`src/rtl/sdma_pkg.sv`:
```
package sdma_pkg;

  typedef enum logic [1:0] {
    ST_IDLE  = 2'd0,
    ST_SETUP = 2'd1,
    ST_COPY  = 2'd2
  } dmaState_e;

  typedef enum logic [2:0] {
    RG_EXT  = 3'd0,
    RG_WRAM = 3'd1,
    RG_OBJ  = 3'd2,
    RG_VOID = 3'd3,
    RG_HIGH = 3'd4
  } region_e;

  // Strobes from control to datapath
  typedef struct packed {
    logic       active;
    logic       copying;
    logic       srcWram;
    logic [7:0] page;
    logic [7:0] idx;
  } dmaStrobe_t;

  localparam logic [7:0] OBJ_PAGE  = 8'hFE;
  localparam logic [7:0] HIGH_PAGE = 8'hFF;

endpackage

```
`src/rtl/sdma_ctl.sv`:
```
module sdma_ctl
  import sdma_pkg::*;
#(
  parameter int XFER_LEN = 160
) (
  input  logic       clk,
  input  logic       rstN,
  input  logic       startWr,
  input  logic [7:0] startData,
  output dmaStrobe_t ctl
);

  localparam logic [7:0] LAST_IDX = 8'(XFER_LEN - 1);

  dmaState_e  state;
  logic [7:0] idx;
  logic [7:0] page;

  always_ff @(posedge clk) begin
    if (!rstN) begin
      state <= ST_IDLE;
      idx   <= '0;
      page  <= '0;
    end else if (startWr) begin
      state <= ST_SETUP;
      page  <= startData;
      idx   <= '0;
    end else begin
      unique case (state)
        ST_SETUP: begin
          state <= ST_COPY;
          idx   <= '0;
        end
        ST_COPY: begin
          if (idx == LAST_IDX) state <= ST_IDLE;
          else idx <= idx + 8'd1;
        end
        default: state <= ST_IDLE;
      endcase
    end
  end

  always_comb begin
    ctl.active  = (state != ST_IDLE);
    ctl.copying = (state == ST_COPY);
    ctl.srcWram = (page[7:6] == 2'b11);
    ctl.page    = page;
    ctl.idx     = idx;
  end


  setup_after_start_chk: assert property (@(posedge clk) disable iff (!rstN)
    startWr |=> (ctl.active && !ctl.copying && ctl.idx == 8'd0));


  idx_step_chk: assert property (@(posedge clk) disable iff (!rstN)
    (ctl.copying && !startWr && ctl.idx != LAST_IDX) |=>
      (ctl.copying && ctl.idx == $past(ctl.idx) + 8'd1));


  done_after_last_chk: assert property (@(posedge clk) disable iff (!rstN)
    (ctl.copying && !startWr && ctl.idx == LAST_IDX) |=> !ctl.active);


  page_hold_chk: assert property (@(posedge clk) disable iff (!rstN)
    !startWr |=> (ctl.page == $past(ctl.page)));

endmodule

```
`src/rtl/sdma_path.sv`:
```
module sdma_path
  import sdma_pkg::*;
#(
  parameter int          XFER_LEN   = 160,
  parameter logic [15:0] START_ADDR = 16'hFF46
) (
  input  logic        clk,
  input  logic        rstN,
  input  dmaStrobe_t  ctl,
  input  logic [15:0] cpuAddr,
  input  logic        cpuRd,
  input  logic        cpuWr,
  input  logic [7:0]  cpuWdata,
  output logic [7:0]  cpuRdata,
  output logic        startWr,
  output logic [15:0] extAddr,
  output logic        extRd,
  output logic        extWr,
  output logic [7:0]  extWdata,
  input  logic [7:0]  extRdata,
  output logic [12:0] wramAddr,
  output logic        wramRd,
  output logic        wramWr,
  output logic [7:0]  wramWdata,
  input  logic [7:0]  wramRdata,
  output logic [7:0]  ioAddr,
  output logic        ioRd,
  output logic        ioWr,
  output logic [7:0]  ioWdata,
  input  logic [7:0]  ioRdata,
  output logic [7:0]  objAddr,
  output logic        objRd,
  output logic        objWr,
  output logic [7:0]  objWdata,
  input  logic [7:0]  objRdata
);

  localparam logic [8:0] OBJ_END = 9'(XFER_LEN);

  region_e    region;
  logic       isStart;
  logic       dmaExt;
  logic       dmaWram;
  logic [7:0] dmaByte;

  always_comb begin
    if (cpuAddr[15:8] == HIGH_PAGE)
      region = RG_HIGH;
    else if (cpuAddr[15:8] == OBJ_PAGE)
      region = ({1'b0, cpuAddr[7:0]} < OBJ_END) ? RG_OBJ : RG_VOID;
    else if (cpuAddr[15:14] == 2'b11)
      region = RG_WRAM;
    else
      region = RG_EXT;
  end

  assign isStart = (cpuAddr == START_ADDR);
  assign startWr = cpuWr && isStart;
  assign dmaExt  = ctl.copying && !ctl.srcWram;
  assign dmaWram = ctl.copying && ctl.srcWram;
  assign dmaByte = ctl.srcWram ? wramRdata : extRdata;

  // external bus: engine owns it while copying from it
  always_comb begin
    extWdata = cpuWdata;
    if (dmaExt) begin
      extAddr = {ctl.page, ctl.idx};
      extRd   = 1'b1;
      extWr   = 1'b0;
    end else begin
      extAddr = cpuAddr;
      extRd   = cpuRd && (region == RG_EXT);
      extWr   = cpuWr && (region == RG_EXT);
    end
  end

  // work-RAM bus
  always_comb begin
    wramWdata = cpuWdata;
    if (dmaWram) begin
      wramAddr = {ctl.page[4:0], ctl.idx};
      wramRd   = 1'b1;
      wramWr   = 1'b0;
    end else begin
      wramAddr = cpuAddr[12:0];
      wramRd   = cpuRd && (region == RG_WRAM);
      wramWr   = cpuWr && (region == RG_WRAM);
    end
  end

  // internal I/O and high RAM: always open except the start register
  always_comb begin
    ioAddr  = cpuAddr[7:0];
    ioWdata = cpuWdata;
    ioRd    = cpuRd && (region == RG_HIGH) && !isStart;
    ioWr    = cpuWr && (region == RG_HIGH) && !isStart;
  end

  // sprite memory: engine during copy, closed during setup, CPU when idle
  always_comb begin
    if (ctl.copying) begin
      objAddr  = ctl.idx;
      objRd    = 1'b0;
      objWr    = 1'b1;
      objWdata = dmaByte;
    end else begin
      objAddr  = cpuAddr[7:0];
      objRd    = cpuRd && (region == RG_OBJ) && !ctl.active;
      objWr    = cpuWr && (region == RG_OBJ) && !ctl.active;
      objWdata = cpuWdata;
    end
  end

  always_comb begin
    unique case (region)
      RG_EXT:  cpuRdata = extRdata;
      RG_WRAM: cpuRdata = wramRdata;
      RG_OBJ:  cpuRdata = ctl.active ? 8'hFF : objRdata;
      RG_HIGH: cpuRdata = isStart ? ctl.page : ioRdata;
      default: cpuRdata = 8'hFF;
    endcase
  end


  no_src_write_chk: assert property (@(posedge clk) disable iff (!rstN)
    ctl.copying |-> (ctl.srcWram ? !wramWr : !extWr));


  obj_owner_chk: assert property (@(posedge clk) disable iff (!rstN)
    (objWr && ctl.active) |-> (ctl.copying && objAddr == ctl.idx));


  io_reach_chk: assert property (@(posedge clk) disable iff (!rstN)
    ((cpuRd || cpuWr) && cpuAddr[15:8] == 8'hFF && cpuAddr != START_ADDR)
      |-> ((ioRd || ioWr) && ioAddr == cpuAddr[7:0]));


  void_quiet_chk: assert property (@(posedge clk) disable iff (!rstN)
    (cpuAddr[15:8] == 8'hFE && cpuAddr[7:0] >= 8'(XFER_LEN) && !ctl.copying)
      |-> (!objWr && !objRd));

endmodule

```
`src/rtl/sdma_arbiter.sv`:
```
module sdma_arbiter
  import sdma_pkg::*;
#(
  parameter int          XFER_LEN   = 160,
  parameter logic [15:0] START_ADDR = 16'hFF46
) (
  input  logic        clk,
  input  logic        rstN,
  input  logic [15:0] cpuAddr,
  input  logic        cpuRd,
  input  logic        cpuWr,
  input  logic [7:0]  cpuWdata,
  output logic [7:0]  cpuRdata,
  output logic        dmaActive,
  output logic [15:0] extAddr,
  output logic        extRd,
  output logic        extWr,
  output logic [7:0]  extWdata,
  input  logic [7:0]  extRdata,
  output logic [12:0] wramAddr,
  output logic        wramRd,
  output logic        wramWr,
  output logic [7:0]  wramWdata,
  input  logic [7:0]  wramRdata,
  output logic [7:0]  ioAddr,
  output logic        ioRd,
  output logic        ioWr,
  output logic [7:0]  ioWdata,
  input  logic [7:0]  ioRdata,
  output logic [7:0]  objAddr,
  output logic        objRd,
  output logic        objWr,
  output logic [7:0]  objWdata,
  input  logic [7:0]  objRdata
);

  dmaStrobe_t ctl;
  logic       startWr;

  sdma_ctl #(.XFER_LEN(XFER_LEN)) u_ctl (
    .clk       (clk),
    .rstN      (rstN),
    .startWr   (startWr),
    .startData (cpuWdata),
    .ctl       (ctl)
  );

  sdma_path #(.XFER_LEN(XFER_LEN), .START_ADDR(START_ADDR)) u_path (
    .clk       (clk),
    .rstN      (rstN),
    .ctl       (ctl),
    .cpuAddr   (cpuAddr),
    .cpuRd     (cpuRd),
    .cpuWr     (cpuWr),
    .cpuWdata  (cpuWdata),
    .cpuRdata  (cpuRdata),
    .startWr   (startWr),
    .extAddr   (extAddr),
    .extRd     (extRd),
    .extWr     (extWr),
    .extWdata  (extWdata),
    .extRdata  (extRdata),
    .wramAddr  (wramAddr),
    .wramRd    (wramRd),
    .wramWr    (wramWr),
    .wramWdata (wramWdata),
    .wramRdata (wramRdata),
    .ioAddr    (ioAddr),
    .ioRd      (ioRd),
    .ioWr      (ioWr),
    .ioWdata   (ioWdata),
    .ioRdata   (ioRdata),
    .objAddr   (objAddr),
    .objRd     (objRd),
    .objWr     (objWr),
    .objWdata  (objWdata),
    .objRdata  (objRdata)
  );

  assign dmaActive = ctl.active;

endmodule

```
`config.mk`:
```
export PLATFORM = sky130hd
export DESIGN_NAME = sdma_arbiter
export DESIGN_NICKNAME = d
export VERILOG_FILES = /design/src/rtl/sdma_pkg.sv /design/src/rtl/sdma_ctl.sv /design/src/rtl/sdma_path.sv /design/src/rtl/sdma_arbiter.sv
export SDC_FILE = /design/constraint.sdc
export NUM_CORES = 1
export LEC_CHECK = 0
export ABC_AREA = 1
export BUFFER_PORTS_ARGS = -buffer_cell sky130_fd_sc_hd__clkbuf_2
export CORE_ASPECT_RATIO = 0.75
export CORE_MARGIN = 2
export CORE_UTILIZATION = 43
export CTS_CLUSTER_DIAMETER = 50
export CTS_CLUSTER_SIZE = 40
export DETAILED_ROUTE_END_ITERATION = 7
export HOLD_SLACK_MARGIN = 0.06
export PLACE_DENSITY = 0.91
export SLEW_MARGIN = 20
export SYNTH_ARGS = -nofsm -noshare
export SYNTH_HDL_FRONTEND = slang
export SYNTH_HIERARCHICAL = 1
export SYNTH_SLANG_ARGS = --single-unit
```
`constraint.sdc`:
```
create_clock -name clk -period 2.12 [get_ports clk]
set_clock_uncertainty 0.1 [all_clocks]
set_input_delay 0.212 -clock clk [delete_from_list [all_inputs] [get_ports clk]]
set_output_delay 0.212 -clock clk [all_outputs]
set_load 0.02 [all_outputs]
```
# ---- Word level (Yosys, flattened, before mapping)
# Index checks and enable logic that the tools add are counted.
# W data, S select, Z words.
dict set report op_classes {
  add_sub_neg 1
  n_mul 0
  div_mod_pow 0
  order_cmp 1
  eq_ne 14
  shift 0
  muxes 23
  bitwise 1
  n_reduce_logical 23
}
# operator count
set ops {}
lappend ops {{$mux W8} 6}
lappend ops {{$pmux W8 S4} 1}
lappend ops {{$eq A8 B8 Y1 const B} 3}
lappend ops {{$eq A16 B16 Y1 const B} 1}
lappend ops {{$mux W16} 1}
lappend ops {{$pmux W8 S2} 1}
lappend ops {{$logic_and A1 B1 Y1} 15}
lappend ops {{$mux W13} 1}
lappend ops {{$mux W1} 9}
lappend ops {{$add A8 B1 Y8 const B} 1}
lappend ops {{$lt A8 B8 Y1 const B} 1}
lappend ops {{$eq A2 B2 Y1 const B} 3}
lappend ops {{$mux W3} 2}
lappend ops {{$ne A2 B2 Y1 const B} 2}
lappend ops {{$pmux W2 S2} 1}
lappend ops {{$reduce_bool A2 Y1} 2}
lappend ops {{$eq A3 B1 Y1 const B} 1}
lappend ops {{$eq A3 B2 Y1 const B} 1}
lappend ops {{$eq A3 B3 Y1 const B} 1}
lappend ops {{$logic_not A1 Y1} 3}
lappend ops {{$logic_not A3 Y1} 1}
lappend ops {{$ne A3 B3 Y1 const B} 1}
lappend ops {{$eq A2 B1 Y1 const B} 1}
lappend ops {{$mux W2} 1}
lappend ops {{other kinds (3)} 3}
dict set report totals {
  register_bits 18
  latch_bits 0
  ramBits 0
  romBits 0
  inputBits 60
  memories 0
}

# ---- Logic depth before layout (Yosys ltp)
# Gate-level depths: netlist (run 1).
dict set report logic_depth {
  word_depth 8
  ltp_mapped 10
}

# ---- Hierarchy
# Netlist (run 1), hierarchy kept.
# module n_inst cells_per_inst area_each_um2 seq_area_each_um2
set by_module_without_submodules {}
lappend by_module_without_submodules {sdma_path 1 310 1546.5 0.0}
lappend by_module_without_submodules {sdma_ctl 1 96 804.5 360.3}

# ---- Worst setup path after synthesis (run 1)
# OpenSTA, ideal clock, no wires.
dict set report synth_path {
  path_kind {register to output}
  start {reg u_ctl.state[0]}
  end {out objRd}
  arrival_time_ns 1.665
  required_ns 1.808
  slack_ns 0.143
  stages_incl_launch_ff 4
  n_path_buf 1
  path_cell_list {dfxtp_1 > or2_2 > clkbuf_1 > nor4_1}
}
dict set report synth_between {
  elab_chain_cells 4
}
# item line
set synth_lines {}
lappend synth_lines {{start: declaration} sdma_ctl.sv:15} ;# dmaState_e state;
lappend synth_lines {{start signal: assignment} sdma_ctl.sv:21} ;# state <= ST_IDLE;
lappend synth_lines {{start signal: assignment} sdma_ctl.sv:25} ;# state <= ST_SETUP;
lappend synth_lines {{start signal: assignment} sdma_ctl.sv:31} ;# state <= ST_COPY;
lappend synth_lines {{$reduce_bool A2 Y1} sdma_ctl.sv:44} ;# ctl.active = (state != ST_IDLE);
lappend synth_lines {{named net dmaActive} sdma_arbiter.sv:14} ;# output logic dmaActive,
lappend synth_lines {{$logic_not A1 Y1} sdma_path.sv:108} ;# objRd = cpuRd && (region == RG_OBJ) && !ctl.active;
lappend synth_lines {{$logic_and A1 B1 Y1} sdma_path.sv:108}
lappend synth_lines {{$mux W1} sdma_path.sv:101} ;# if (ctl.copying) begin
lappend synth_lines {{end: declaration} sdma_arbiter.sv:31} ;# output logic objRd,
# The timed path passes the listed nets, and every way through them passes these cells.

==> metrics.txt, run 1 <==
Critical Path RT 1810 ps; NetSw between 300 and 400 µW; Final ANT Viol Nets 0; chip height around 70 µm; # nets final around 600; via count 3124; crit path max fanout 27; Peak VDD IR between 0.3 and 0.4 mV; Synth top area share 0.177; # IOs approximately 150; Logic pwr share 0.430; WS Path Type reg -> out; distinct cell type count after synthesis 34; Avg Cell Area, Syn around 5.8 µm²; Internal Power 609 µW; largest net degree at the start of global routing 28; Worst setup EP type output port; Clock power frac 0.229; sequential area share after synthesis 0.153; number of vias per cell 5.17; vias in the first global route ~2600; initial antenna violation count 0; Synth Cell Area roughly 2400 µm²; GRT Overall Usage 0.258; Max-Cap Viols 0; Reg clk slew, reported paths 60 ps; Final Max Tran Viols 0; count leader, synth nand2_1; drt drc 0; CP dominant cell by count nor2_8; gr ovfl total 0; Crit path largest cell delay roughly 360 ps; Iter 0 DRT Violations about 280; total negative slack 0 ps; H-tree depth 1; Sw Share 0.386; TritonCTS Buffers 3; cell area power density ~320 nW/µm²; DRT Pass-1 Iters 5; Fin Hold WS between 150 and 200 ps; status finished, final reports clean; crit path DAT roughly 1800 ps; syn_nets ~470; port bufs between 150 and 200; Async SR Flop Fraction 0; share of layout cells above drive strength 1 0.382; fmax approximately 500 MHz; Setup-failing EPs final 0; synth warn 6; Detail Placement HPWL 6.62 mm; synthesis-to-finish area growth 30.0%; sequential share of power 0.341; Main synth FF type dfxtp_1; Synth Register Bits 18; core box area approximately 5300 µm²; die area 6080 µm²; Antenna diodes 0; Final period util 0.971; hold_buf cts 0; Root Buffer clkbuf_8; Final Hold Fails 0; clk buf depth 2; number of flops mapped to enable cells by yosys 0; worst hold path class in -> reg; gate count after technology mapping 406; Total Wirelength roughly 8.4 mm; Starting Density 0.444; post-DR wirelength/cell between 10 and 15 µm; Period minus WS final 2060 ps; num rows 23; Placer Congestion 0.935; CTS tree yes; Worst-Skew Late Latency around 240 ps; CP max-delay cell dfxtp_1; critical path cell sequence inv_2, nor2_8, inv_4, nor2_8, buf_12, nand2_1, o21ai_0, clkbuf_2; first-pass GRT wire length around 12 mm; P_leak about 0.0017 µW; cell taking the most area after synthesis nand2_1; Worst setup SP type flop; unrepaired setup endpoints after global routing true; Worst Max-Slew Pin Slew ~500 ps; final core utilization 0.577; CTS sink cnt 18; largest cells by area after synthesis nand2_1, dfxtp_1, buf_4, o21ai_0, nor2_1; Slew HR 0.659; die width 89.4 µm; top post-synthesis cells by count nand2_1, nor2_1, inv_1, o21ai_0, buf_4
kinds of logic (layout without fill, tap and decap cells):
| family | count (synthesis) | after routing | synth area share |
|---|---|---|---|
| DFF | 18 | 18 | 0.153 |
| AOI/OAI and AO/OA | 67 | 67 | 0.170 |
| and+or+nand+nor | 224 | 225 | 0.453 |
| buffers and inverters | 95 | 217 | 0.214 |
| xor gates and xnor gates | 1 | 1 | 0.00373 |
| adders and majority gates | 1 | 1 | 0.00532 |
worst paths after layout:
check,startpoint,end,slack [ps],cells after the start
worst min-delay path,cpuWdata[7],u_ctl/page[7],160,2
worst min register to register,u_ctl/page[1],u_ctl/page[1],380,1
worst max register to register,u_ctl/idx[0],u_ctl/idx[7],440,6
worst max-delay path,u_ctl/state[1],extAddr[8],60,8
critical path, delay by kind of cell (launching register included):
family | cells | cell delay [ps]
and+or+nand+nor | 3 | 380
buffers and inverters | 4 | 630
AOI/OAI and AO/OA | 1 | 120
DFF | 1 | 360
timing repair:
item	4_1_cts	5_1_grt
pin swaps	1	0
setup buffers	2	0
setup endpoints to repair	35	37
cloned	1	2
resized for setup	4	20
sequential cells by signal, summed over array words and instances (netlist names):
register and cells:
u_ctl/idx 8, u_ctl/page 8, u_ctl/state 2
cell type report:
class                   count  area (µm²)
repair buffers            159         826
fillers                   571        2240
multi-input cells         294        1510
inverters                  53         210
flip-flops and latches     18         362
clock buffers               3        41.3
repair inverters            2        15.0
well taps                  75        93.8
through the flow:
stage / worst slack (ps) / total power [µW] / cells / instance area (µm²)
after detailed placement: 125 / 768 / 596 / 2940
after floorplan: 143 / 628 / 406 / 2350
after global routing: -12.6 / 1040 / 604 / 3060
after CTS: 26.8 / 993 / 602 / 3010
final: 62.2 / 992 / 604 / 3060
after global placement: 182 / 766 / 596 / 2940
placed cells by master, fill, tap and decap left out, types with 3 or more instances in the layout:
cell / netlist / layout
clkbuf_2: 0 / 149
nand2_1: 111 / 111
nor2_1: 54 / 54
inv_1: 49 / 46
o21ai_0: 42 / 35
nand3_1: 17 / 17
dfxtp_1: 18 / 17
a22o_1: 8 / 8
nand4_1: 8 / 8
o211ai_1: 8 / 8
o21ai_1: 2 / 7
buf_4: 33 / 6
nor2_2: 6 / 6
nor3_1: 6 / 6
a21oi_1: 5 / 5
clkinvlp_4: 0 / 4
nand2_2: 4 / 4
or2_2: 5 / 4
clkbuf_8: 0 / 3
nor2_4: 2 / 3
buf_2: 4 / 3
nor2_8: 3 / 3
power by group through the flow:
stage	logic [µW]	clock network [µW]	registers (µW)
global placement	420	0	346
finish	427	227	338
global route	461	243	338
detailed placement	423	0	346
CTS	424	230	338
floorplan	282	0	346
layer usage:
| metal | vias to the layer above | GRT usage | part of all wire |
|---|---|---|---|
| met3 | 14 | 0.0326 | 0.097 |
| met2 | 189 | 0.433 | 0.46 |
| met4 | 0 | 0.0466 | 0.013 |
| li1 | 1512 | - | - |
| met1 | 1409 | 0.359 | 0.43 |
| met5 | - | 0 | 0 |
No activity file was read; power rests on OpenSTA's default activity.
==> run 2, diff against run 1 <==
--- a/config.mk
+++ b/config.mk
@@ -15,6 +15,7 @@
 export DETAILED_ROUTE_END_ITERATION = 7
 export HOLD_SLACK_MARGIN = 0.06
 export PLACE_DENSITY = 0.91
+export SETUP_SLACK_MARGIN = 0.3
 export SLEW_MARGIN = 20
 export SYNTH_ARGS = -nofsm -noshare
 export SYNTH_HDL_FRONTEND = slang
==> metrics.txt, run 2 (synthesized netlist as in run 1, its figures left out) <==
largest net degree at the start of global routing 26 (-7.1%); synthesis-to-finish area growth 42.1%; Iter 0 DRT Violations 273 (-1.4%); # nets final 595 (+0.51%); GRT Overall Usage 0.269 (+0.0105); biggest regs u_ctl/idx x8, u_ctl/page x8, u_ctl/state x2; die area 6080 µm² (unchanged); Setup-failing EPs final 0 (unchanged); chip height 68.0 µm (unchanged); status finished, final reports clean; initial antenna violation count 0 (unchanged); Logic pwr share 0.436 (+0.006); Min-Delay Startpoint cpuWdata[1]; share of layout cells above drive strength 1 0.426 (+0.0440); Max-Cap Viols 0 (unchanged); port bufs 153 (unchanged); Period minus WS final 1930 ps (-126 ps); most frequent cells in the layout clkbuf_2, nand2_1, inv_1, nor2_1, o21ai_0; Root Buffer clkbuf_8; Reg2Reg Setup Slack 510 ps (+70 ps); NetSw 417 µW (+8.7%); post-DR wirelength/cell 14.9 µm (+7.3%); met2 WL 4.28 mm (+10%); Worst-Skew Late Latency 260 ps (+20 ps); vias in the first global route 2679 (+2.7%); worst hold path class in -> reg; TritonCTS Buffers 3 (unchanged); Final period util 0.911 (-0.0596); Met1 Wirelength 3.76 mm (+5.0%); worst r2r path cells 6 (unchanged); r2r endpoint u_ctl/idx[7]; sequential share of power 0.306 (-0.035); core box area 5300 µm² (unchanged); Final ANT Viol Nets 0 (unchanged); Worst Hold Depth 2 (unchanged); Placer Congestion 0.960 (+2.8%); Post-Place Setup Slack 242 ps (+116 ps); cell area power density 329 nW/µm² (+1.5%); Total Wirelength 9.07 mm (+8.0%); hold_buf cts 0 (unchanged); area of the multi-input gates 1600 µm² (+6.2%); crit path max fanout 8 (-70%); post-route setup slack 189 ps (+126 ps); Top Layer Used met4; total negative slack 0 ps (unchanged); unrepaired setup endpoints after global routing true; Internal Power 684 µW (+12%); num rows 23 (unchanged); Fill cells 492 (-14%); Worst Hold Endpoint u_ctl/page[1]; Reg clk slew, reported paths 70 ps (about the same); CTS tree yes; Final Max Tran Viols 0 (unchanged); CTS sink cnt 18 (unchanged); P_leak 0.00173 µW (+4.0%); Starting Density 0.444 (unchanged); # IOs 154 (unchanged); Critical Path RT 1810 ps (about the same); Worst Max-Slew Pin Slew 505 ps (-5.10 ps); Slew HR 0.663 (+0.00340); Final Hold Fails 0 (unchanged); gr ovfl total 0 (unchanged); die width 89.4 µm (unchanged); Sw Share 0.379 (-0.00776); first-pass GRT wire length 12.7 mm (+2.9%); Clock power frac 0.258 (+0.029); DR WL met3 881 µm (+8.6%); Antenna diodes 0 (unchanged); via count 3237 (+3.6%); clk buf depth 2 (unchanged); Worst setup SP type flop; R2R Path Start u_ctl/idx[0]; Detail Placement HPWL 6.71 mm (+1.5%); number of vias per cell 5.32 (+2.9%); fmax 518 MHz (+6.5%); register area 365 µm² (+1.0%); H-tree depth 1 (unchanged); DRT Pass-1 Iters 7 (+2); Peak VDD IR 0.269 mV (-27%); Worst setup EP type output port; drt drc 0 (unchanged); WS Path Type reg -> out; crit path DAT 1620 ps (-130 ps)
-- run 2: cell count changes in the layout (fill, tap and decap cells not counted), moves of 4 or more --
cell      previous run  this run
clkbuf_2           149       108
buf_2                3        17
buf_6                0        13
buf_4                6        16
nor2_1              54        44
o21ai_0             35        29
nor2_2               6        11
clkbuf_4             0         4
nor2_4               3         7
-- run 2: layout make-up --
cell class / count / area share
sequential: 18 / 0.109
inverter: 53 / 0.0644
timing repair buffer: 162 / 0.296
multi-input combinational: 293 / 0.479
clock buffer: 4 / 0.0165
timing repair inverter: 3 / 0.00674
tap: 75 / 0.0281
-- run 2: power by group through the flow --
| stage | clock network (µW) | logic, µW | registers, µW |
|---|---|---|---|
| after floorplan | 0 | 282 | 346 |
| after global placement | 0 | 421 | 346 |
| after detailed placement | 0 | 423 | 346 |
| after CTS | 293 | 435 | 337 |
| after global routing | 304 | 511 | 336 |
| final | 284 | 479 | 337 |
-- run 2: critical path, cell delays in order (launching register included) --
cell	delay, ps
dfxtp_2	340
inv_2	60
nor2_8	130
inv_8	50
nor2_8	150
clkinvlp_4	250
o21ai_2	230
buf_6	140
-- run 2: per-stage QoR --
stage	hold slack, ps	utilization	power [µW]	cell area [µm²]	std cells
final	149	0.631	1100	3340	608
after global routing	164	0.631	1150	3340	608
after CTS	143	0.592	1060	3130	606
after detailed placement	359	0.558	769	2950	597
after global placement	353	0.558	766	2950	597
after floorplan	251	-	628	2360	406
-- run 2: metal layers --
layer | vias to the layer above | global-route usage
met5 | - | 0
met4 | 0 | 0.0765
met3 | 31 | 0.0410
met2 | 215 | 0.448
met1 | 1460 | 0.360
li1 | 1531 | -
-- run 2: worst max-delay path by stage --
stage | from | end | slack (ps)
6_report | u_ctl/state[1] | extAddr[10] | 190
5_1_grt | u_ctl/state[1] | extAddr[10] | 130
4_1_cts | u_ctl/state[0] | cpuRdata[5] | 210
3_5_place_dp | cpuAddr[0] | u_ctl/idx[5] | 240
3_3_place_gp | cpuAddr[0] | u_ctl/idx[5] | 300
2_1_floorplan | u_ctl/state[1] | extAddr[10] | 200
-- run 2: timing repair --
action                                  in CTS  in global routing
gates cloned                                 1                  2
buffers inserted                             4                  0
resized for setup                           40                105
endpoints found under the setup margin      49                 59
pin swaps                                    7                 36
